<file path="src/rtl/cam_sel_pkg.sv">
package cam_sel_pkg;

  typedef enum logic [2:0] {
    OP_PLAIN     = 3'd0,
    OP_SET_SEL   = 3'd1,
    OP_SET_PAGE  = 3'd2,
    OP_MARK_FULL = 3'd3,
    OP_MOVE_NEXT = 3'd4,
    OP_STAT_NEXT = 3'd5,
    OP_RSVD6     = 3'd6,
    OP_RSVD7     = 3'd7
  } op_e;

  typedef struct packed {
    logic cmd_wr;
    logic data_wr;
    logic cmd_rd;
    logic data_rd;
  } en_t;

endpackage

</file>
<file path="src/rtl/cam_sel_addr.sv">
module cam_sel_addr #(
  parameter int SEL_W = 16
) (
  input  logic [SEL_W-1:0] dev_sel,
  input  logic [SEL_W-1:0] page_addr,
  output logic             bcast,
  output logic             page_hit
);
  localparam logic [SEL_W-1:0] BCAST_VAL = {SEL_W{1'b1}};

  always_comb begin
    bcast    = (dev_sel == BCAST_VAL);
    // broadcast takes precedence over an all-ones page address
    page_hit = !bcast && (dev_sel == page_addr);
  end
endmodule

</file>
<file path="src/rtl/cam_sel_chain.sv">
module cam_sel_chain (
  input  logic full_in_n,
  input  logic full_n,
  input  logic match_n,
  input  logic match_in_n,
  input  logic mm_en,
  output logic first_free,
  output logic hp_match
);
  logic ma_int_n;

  always_comb begin
    // all devices above are full and this one is not
    first_free = !full_in_n && full_n;
    // disabled multiple-match reporting parks the internal match inactive
    ma_int_n   = mm_en ? match_n : 1'b1;
    hp_match   = !ma_int_n && match_in_n;
  end
endmodule

</file>
<file path="src/rtl/cam_sel_resp.sv">
module cam_sel_resp
  import cam_sel_pkg::*;
(
  input  logic  bcast,
  input  logic  page_hit,
  input  logic  enh_mode,
  input  logic  first_free,
  input  logic  hp_match,
  input  op_e   op,
  output en_t   en_nxt
);
  logic addressed;
  logic rd_ok;
  en_t  base;

  always_comb begin
    addressed    = bcast || page_hit;
    rd_ok        = page_hit || (bcast && enh_mode && hp_match);
    base.cmd_wr  = addressed;
    base.data_wr = addressed;
    base.cmd_rd  = rd_ok;
    base.data_rd = rd_ok;

    en_nxt = base;
    unique case (op)
      OP_SET_SEL:   en_nxt.cmd_wr = 1'b1;
      OP_SET_PAGE,
      OP_MARK_FULL: en_nxt.cmd_wr = first_free;
      OP_MOVE_NEXT: en_nxt.cmd_wr = base.cmd_wr && first_free;
      OP_STAT_NEXT: en_nxt.cmd_rd = addressed && first_free;
      default:      en_nxt = base;
    endcase
  end
endmodule

</file>
<file path="src/rtl/cam_dev_select.sv">
module cam_dev_select
  import cam_sel_pkg::*;
#(
  parameter int SEL_W = 16
) (
  input  logic             clk,
  input  logic             rst_n,
  input  logic [SEL_W-1:0] dev_sel_i,
  input  logic [SEL_W-1:0] page_addr_i,
  input  logic             enh_mode_i,
  input  logic [2:0]       op_i,
  input  logic             full_in_n_i,
  input  logic             full_n_i,
  input  logic             match_n_i,
  input  logic             match_in_n_i,
  input  logic             mm_en_i,
  output logic             cmd_wr_en_o,
  output logic             data_wr_en_o,
  output logic             cmd_rd_en_o,
  output logic             data_rd_en_o
);
  localparam logic [SEL_W-1:0] ALL_ONES = {SEL_W{1'b1}};

  logic bcast, page_hit, first_free, hp_match;
  en_t  en_nxt, en_q;
  op_e  op;

  assign op = op_e'(op_i);

  cam_sel_addr #(.SEL_W(SEL_W)) addr_i (
    .dev_sel   (dev_sel_i),
    .page_addr (page_addr_i),
    .bcast     (bcast),
    .page_hit  (page_hit)
  );

  cam_sel_chain chain_i (
    .full_in_n  (full_in_n_i),
    .full_n     (full_n_i),
    .match_n    (match_n_i),
    .match_in_n (match_in_n_i),
    .mm_en      (mm_en_i),
    .first_free (first_free),
    .hp_match   (hp_match)
  );

  cam_sel_resp resp_i (
    .bcast      (bcast),
    .page_hit   (page_hit),
    .enh_mode   (enh_mode_i),
    .first_free (first_free),
    .hp_match   (hp_match),
    .op         (op),
    .en_nxt     (en_nxt)
  );

  always_ff @(posedge clk or negedge rst_n) begin
    if (!rst_n) en_q <= '0;
    else        en_q <= en_nxt;
  end

  assign cmd_wr_en_o  = en_q.cmd_wr;
  assign data_wr_en_o = en_q.data_wr;
  assign cmd_rd_en_o  = en_q.cmd_rd;
  assign data_rd_en_o = en_q.data_rd;

  assert_std_bcast_R2: assert property (@(posedge clk) disable iff (!rst_n)
    (!enh_mode_i && dev_sel_i == ALL_ONES && op_i == 3'd0)
    |=> (cmd_wr_en_o && data_wr_en_o && !cmd_rd_en_o && !data_rd_en_o));

  assert_miss_quiet_R4: assert property (@(posedge clk) disable iff (!rst_n)
    (dev_sel_i != ALL_ONES && dev_sel_i != page_addr_i && op_i == 3'd0)
    |=> !(cmd_wr_en_o || data_wr_en_o || cmd_rd_en_o || data_rd_en_o));

  assert_mm_off_R6: assert property (@(posedge clk) disable iff (!rst_n)
    (enh_mode_i && !mm_en_i && dev_sel_i == ALL_ONES && op_i == 3'd0)
    |=> (!data_rd_en_o && !cmd_rd_en_o));

  assert_sel_write_R7: assert property (@(posedge clk) disable iff (!rst_n)
    (op_i == 3'd1) |=> cmd_wr_en_o);

  assert_page_write_first_R8: assert property (@(posedge clk) disable iff (!rst_n)
    (op_i == 3'd2 && (full_in_n_i || !full_n_i)) |=> !cmd_wr_en_o);

endmodule

</file>
<file path="config.mk">
export PLATFORM = sky130hd
export DESIGN_NAME = cam_dev_select
export DESIGN_NICKNAME = d
export VERILOG_FILES = /design/src/rtl/cam_sel_pkg.sv /design/src/rtl/cam_sel_addr.sv /design/src/rtl/cam_sel_chain.sv /design/src/rtl/cam_sel_resp.sv /design/src/rtl/cam_dev_select.sv
export SDC_FILE = /design/constraint.sdc
export NUM_CORES = 1
export LEC_CHECK = 0
export ABC_AREA = 1
export CORE_MARGIN = 5
export CORE_UTILIZATION = 31
export DETAILED_ROUTE_END_ITERATION = 12
export GPL_ROUTABILITY_DRIVEN = 0
export PLACE_DENSITY = 0.78
export SYNTH_ARGS = -nofsm -noshare
export SYNTH_HDL_FRONTEND = slang
export SYNTH_HIERARCHICAL = 1
export SYNTH_SLANG_ARGS = --single-unit
</file>
<file path="constraint.sdc">
create_clock -name clk -period 0.8 [get_ports clk]
set_input_delay 0.08 -clock clk [delete_from_list [all_inputs] [get_ports clk]]
set_output_delay 0.08 -clock clk [all_outputs]
set_load 0.01 [all_outputs]
</file>
==> results of run 1 <==
==> cell families (layout without fill, tap and decap cells) <==
kind of cell              after synthesis  after routing
DFF                                     4              4
and+or+nand+nor                        63             63
xor gates and xnor gates               10             10
AOI/OAI and AO/OA                       2              2
buffers and inverters                  26             78
==> placed cells by master (no fill, tap or decap), drive strengths merged, types with 3 or more instances in the layout <==
| cell type | synthesis | final |
|---|---|---|
| dfrtp | 4 | 4 |
| nand2 | 43 | 43 |
| nor2 | 15 | 15 |
| inv | 24 | 24 |
| nand3 | 4 | 4 |
| xnor2 | 10 | 10 |
| clkbuf | 0 | 3 |
| clkdlybuf4s50 | 0 | 10 |
| buf | 2 | 41 |
==> layout make-up <==
| type | count | area share |
|---|---|---|
| Sequential cell | 4 | 0.0872 |
| Clock buffer | 3 | 0.0196 |
| Tap cell | 25 | 0.0273 |
| Multi-Input combinational cell | 75 | 0.410 |
| Inverter | 24 | 0.0807 |
| Timing Repair Buffer | 51 | 0.375 |
==> cell usage after synthesis, drive strengths merged <==
library cell / n
a21oi: 1
buf: 2
dfrtp: 4
inv: 24
nand2: 43
nand3: 4
nand4: 1
nor2: 15
o21ai: 1
xnor2: 10
==> worst paths after layout <==
kind                                 start      endpoint  slack [ns]  depth (start not counted)
min in group clk            page_addr_i[4]  data_rd_en_o        0.47                          9
worst max-delay path       page_addr_i[14]   cmd_wr_en_o       -0.11                         10
max in group asynchronous            rst_n  data_rd_en_o        0.57                          1
worst min-delay path                 rst_n  data_wr_en_o        0.05                          1
==> repair_timing <==
action	in CTS	in global routing
endpoints found under the setup margin	8	8
hold buffers	0	0
endpoints found under the hold margin	0	0
setup buffers	2	1
gates resized for setup	154	36
pin swaps	38	32
==> through the flow <==
stage | hold slack, ns | area, µm² | util
3_3_place_gp | 0.290 | 1100 | 0.640
6_report | 0.0540 | 1150 | 0.664
4_1_cts | 0.0550 | 1040 | 0.605
5_1_grt | 0.0526 | 1150 | 0.664
2_1_floorplan | -0.216 | 613 | -
3_5_place_dp | 0.299 | 1100 | 0.640
==> flip-flops by register name, indices dropped and copies added, names as in the netlist <==
register	count
cmd_rd_en_o	1
cmd_wr_en_o	1
data_rd_en_o	1
data_wr_en_o	1
==> report_power, final <==
group	total, µW	internal, µW	switching, µW
clock	238	167	71.2
sequential	208	207	0.607
combinational	437	265	172
==> metal layers <==
layer  vias to the layer above  GRT usage  share of wire
met1                       331      0.133           0.35
met2                        32      0.267           0.55
met5                         -          0              0
met3                         2     0.0427          0.085
li1                        404          -              -
met4                         0     0.0723          0.014
==> impl_metrics.json, run 1 <==
{
  "fillers": 165,
  "fp.dieW_um": 52.4,
  "die_h_um": 52.4,
  "multi_input_area_um2": 470,
  "timing.slew.headroom": 0.875,
  "worstHoldPathType": "in -> async",
  "boundaryPins": 47,
  "finalCritPeriodShare": 1.14,
  "crit_buf_inv": 1,
  "seq_area_um2": 100,
  "yosysTopAreaCell": "nand2_1",
  "grt_use_total": 0.141,
  "synth-simple-area-share": 0.451,
  "slew_violations": 0,
  "worst_slew_pin_slew_ns": 0.187,
  "path_max_fanout": 2,
  "drt-total-wl_um": 1780,
  "violations": "setup timing",
  "max-vdd-ir-drop_mv": 0.310,
  "setup_ws_ns": -0.113,
  "vias": 769,
  "yosys-top-cells-area": "nand2_1 28%, dfrtp_1 18%, xnor2_1 16%",
  "dp_hpwl_um": 1490,
  "synth_top_family_by_area": "simple AND/OR/NAND/NOR gates",
  "syn_inst": 105,
  "max_freq_mhz": 1100,
  "drc": 0,
  "synth_area_per_cell_um2": 5.31,
  "fin_nets": 202,
  "synth_top_area_share": 0.283,
  "grt.overflow.total": 0,
  "setup_violations": 4,
  "grt_max_degree": 5,
  "crit_chain": "buf_2 > xnor2_1 > nand2_1 > nor2_1 > nand2_1 > nor2_4 > nor2_4 > nor2_1 > nor2_1 > nor2_1",
  "hold_viol_final": 0,
  "cp.arrival_ns": 1.08,
  "ant_nets": 0,
  "drtIter0Drc": 12,
  "crit_type": "in -> reg",
  "yosysSeqAreaShare": 0.179,
  "grt_pass1_vias": 809,
  "initial_core_util": 0.323,
  "ys_warn_count": 6,
  "p_leak_uw": 0.000665,
  "clock-sinks": 4,
  "die_area_mm2": 0.00275,
  "power_density_mw_per_mm2": 769,
  "cts_max_level": 1,
  "wire_per_inst_um": 9.79,
  "drive_gt1_frac": 0.503,
  "ys_seq_elements": 4,
  "endpoint_kind": "flop",
  "cts_buffers": 3,
  "rows": 15,
  "drt-pass1-iter-count": 4,
  "min_period_ns": 0.913,
  "area_growth_pct": 106,
  "path_clk_slew_ns": 0.04,
  "crit_required_ns": 0.96,
  "antenna_found_initial": 0,
  "crit_top_cell": "nor2_1",
  "status": "finished, violations left",
  "synth_compound_area_frac": 0.0247,
  "rsz0062_at_grt": "true",
  "cts_tree": "built",
  "cpPeakStageDelay_ns": 0.17,
  "io_buffers": 46,
  "viasPerCell": 4.23,
  "cpMaxStageDelayCell": "xnor2_1",
  "yosys-mux-area-fraction": 0,
  "fin_cells": 182,
  "diodes": 0,
  "cts_buffer_depth": 2,
  "cap_viol_max_count": 0,
  "preCtsSetupSlack_ns": -0.728,
  "synth_cell_type_count": 13,
  "syn_area_um2": 558,
  "power_uw": 883,
  "synthAdderAreaFrac": 0,
  "synth_xor_area_frac": 0.157,
  "coreArea_mm2": 0.00173,
  "path_delay_family": "simple AND/OR/NAND/NOR gates",
  "place_inst": 176,
  "grt_pass1_wl_um": 2950,
  "startpoint_type": "input pin",
  "synth.net_count": 148,
  "cts_root_buf": "clkbuf_4",
  "tns_ns": -0.188
}
No activity file was read; power rests on OpenSTA's default activity.
==> run 2: changes to the inputs <==
--- a/config.mk
+++ b/config.mk
@@ -6,8 +6,10 @@
 export NUM_CORES = 1
 export LEC_CHECK = 0
 export ABC_AREA = 1
+export ABC_CLOCK_PERIOD_IN_PS = 800
 export CORE_MARGIN = 5
 export CORE_UTILIZATION = 31
+export CTS_CLUSTER_DIAMETER = 80
 export DETAILED_ROUTE_END_ITERATION = 12
 export GPL_ROUTABILITY_DRIVEN = 0
 export PLACE_DENSITY = 0.78
==> results of run 2 <==
Same layout as run 1: the final DEF is identical, and so are final timing and power.
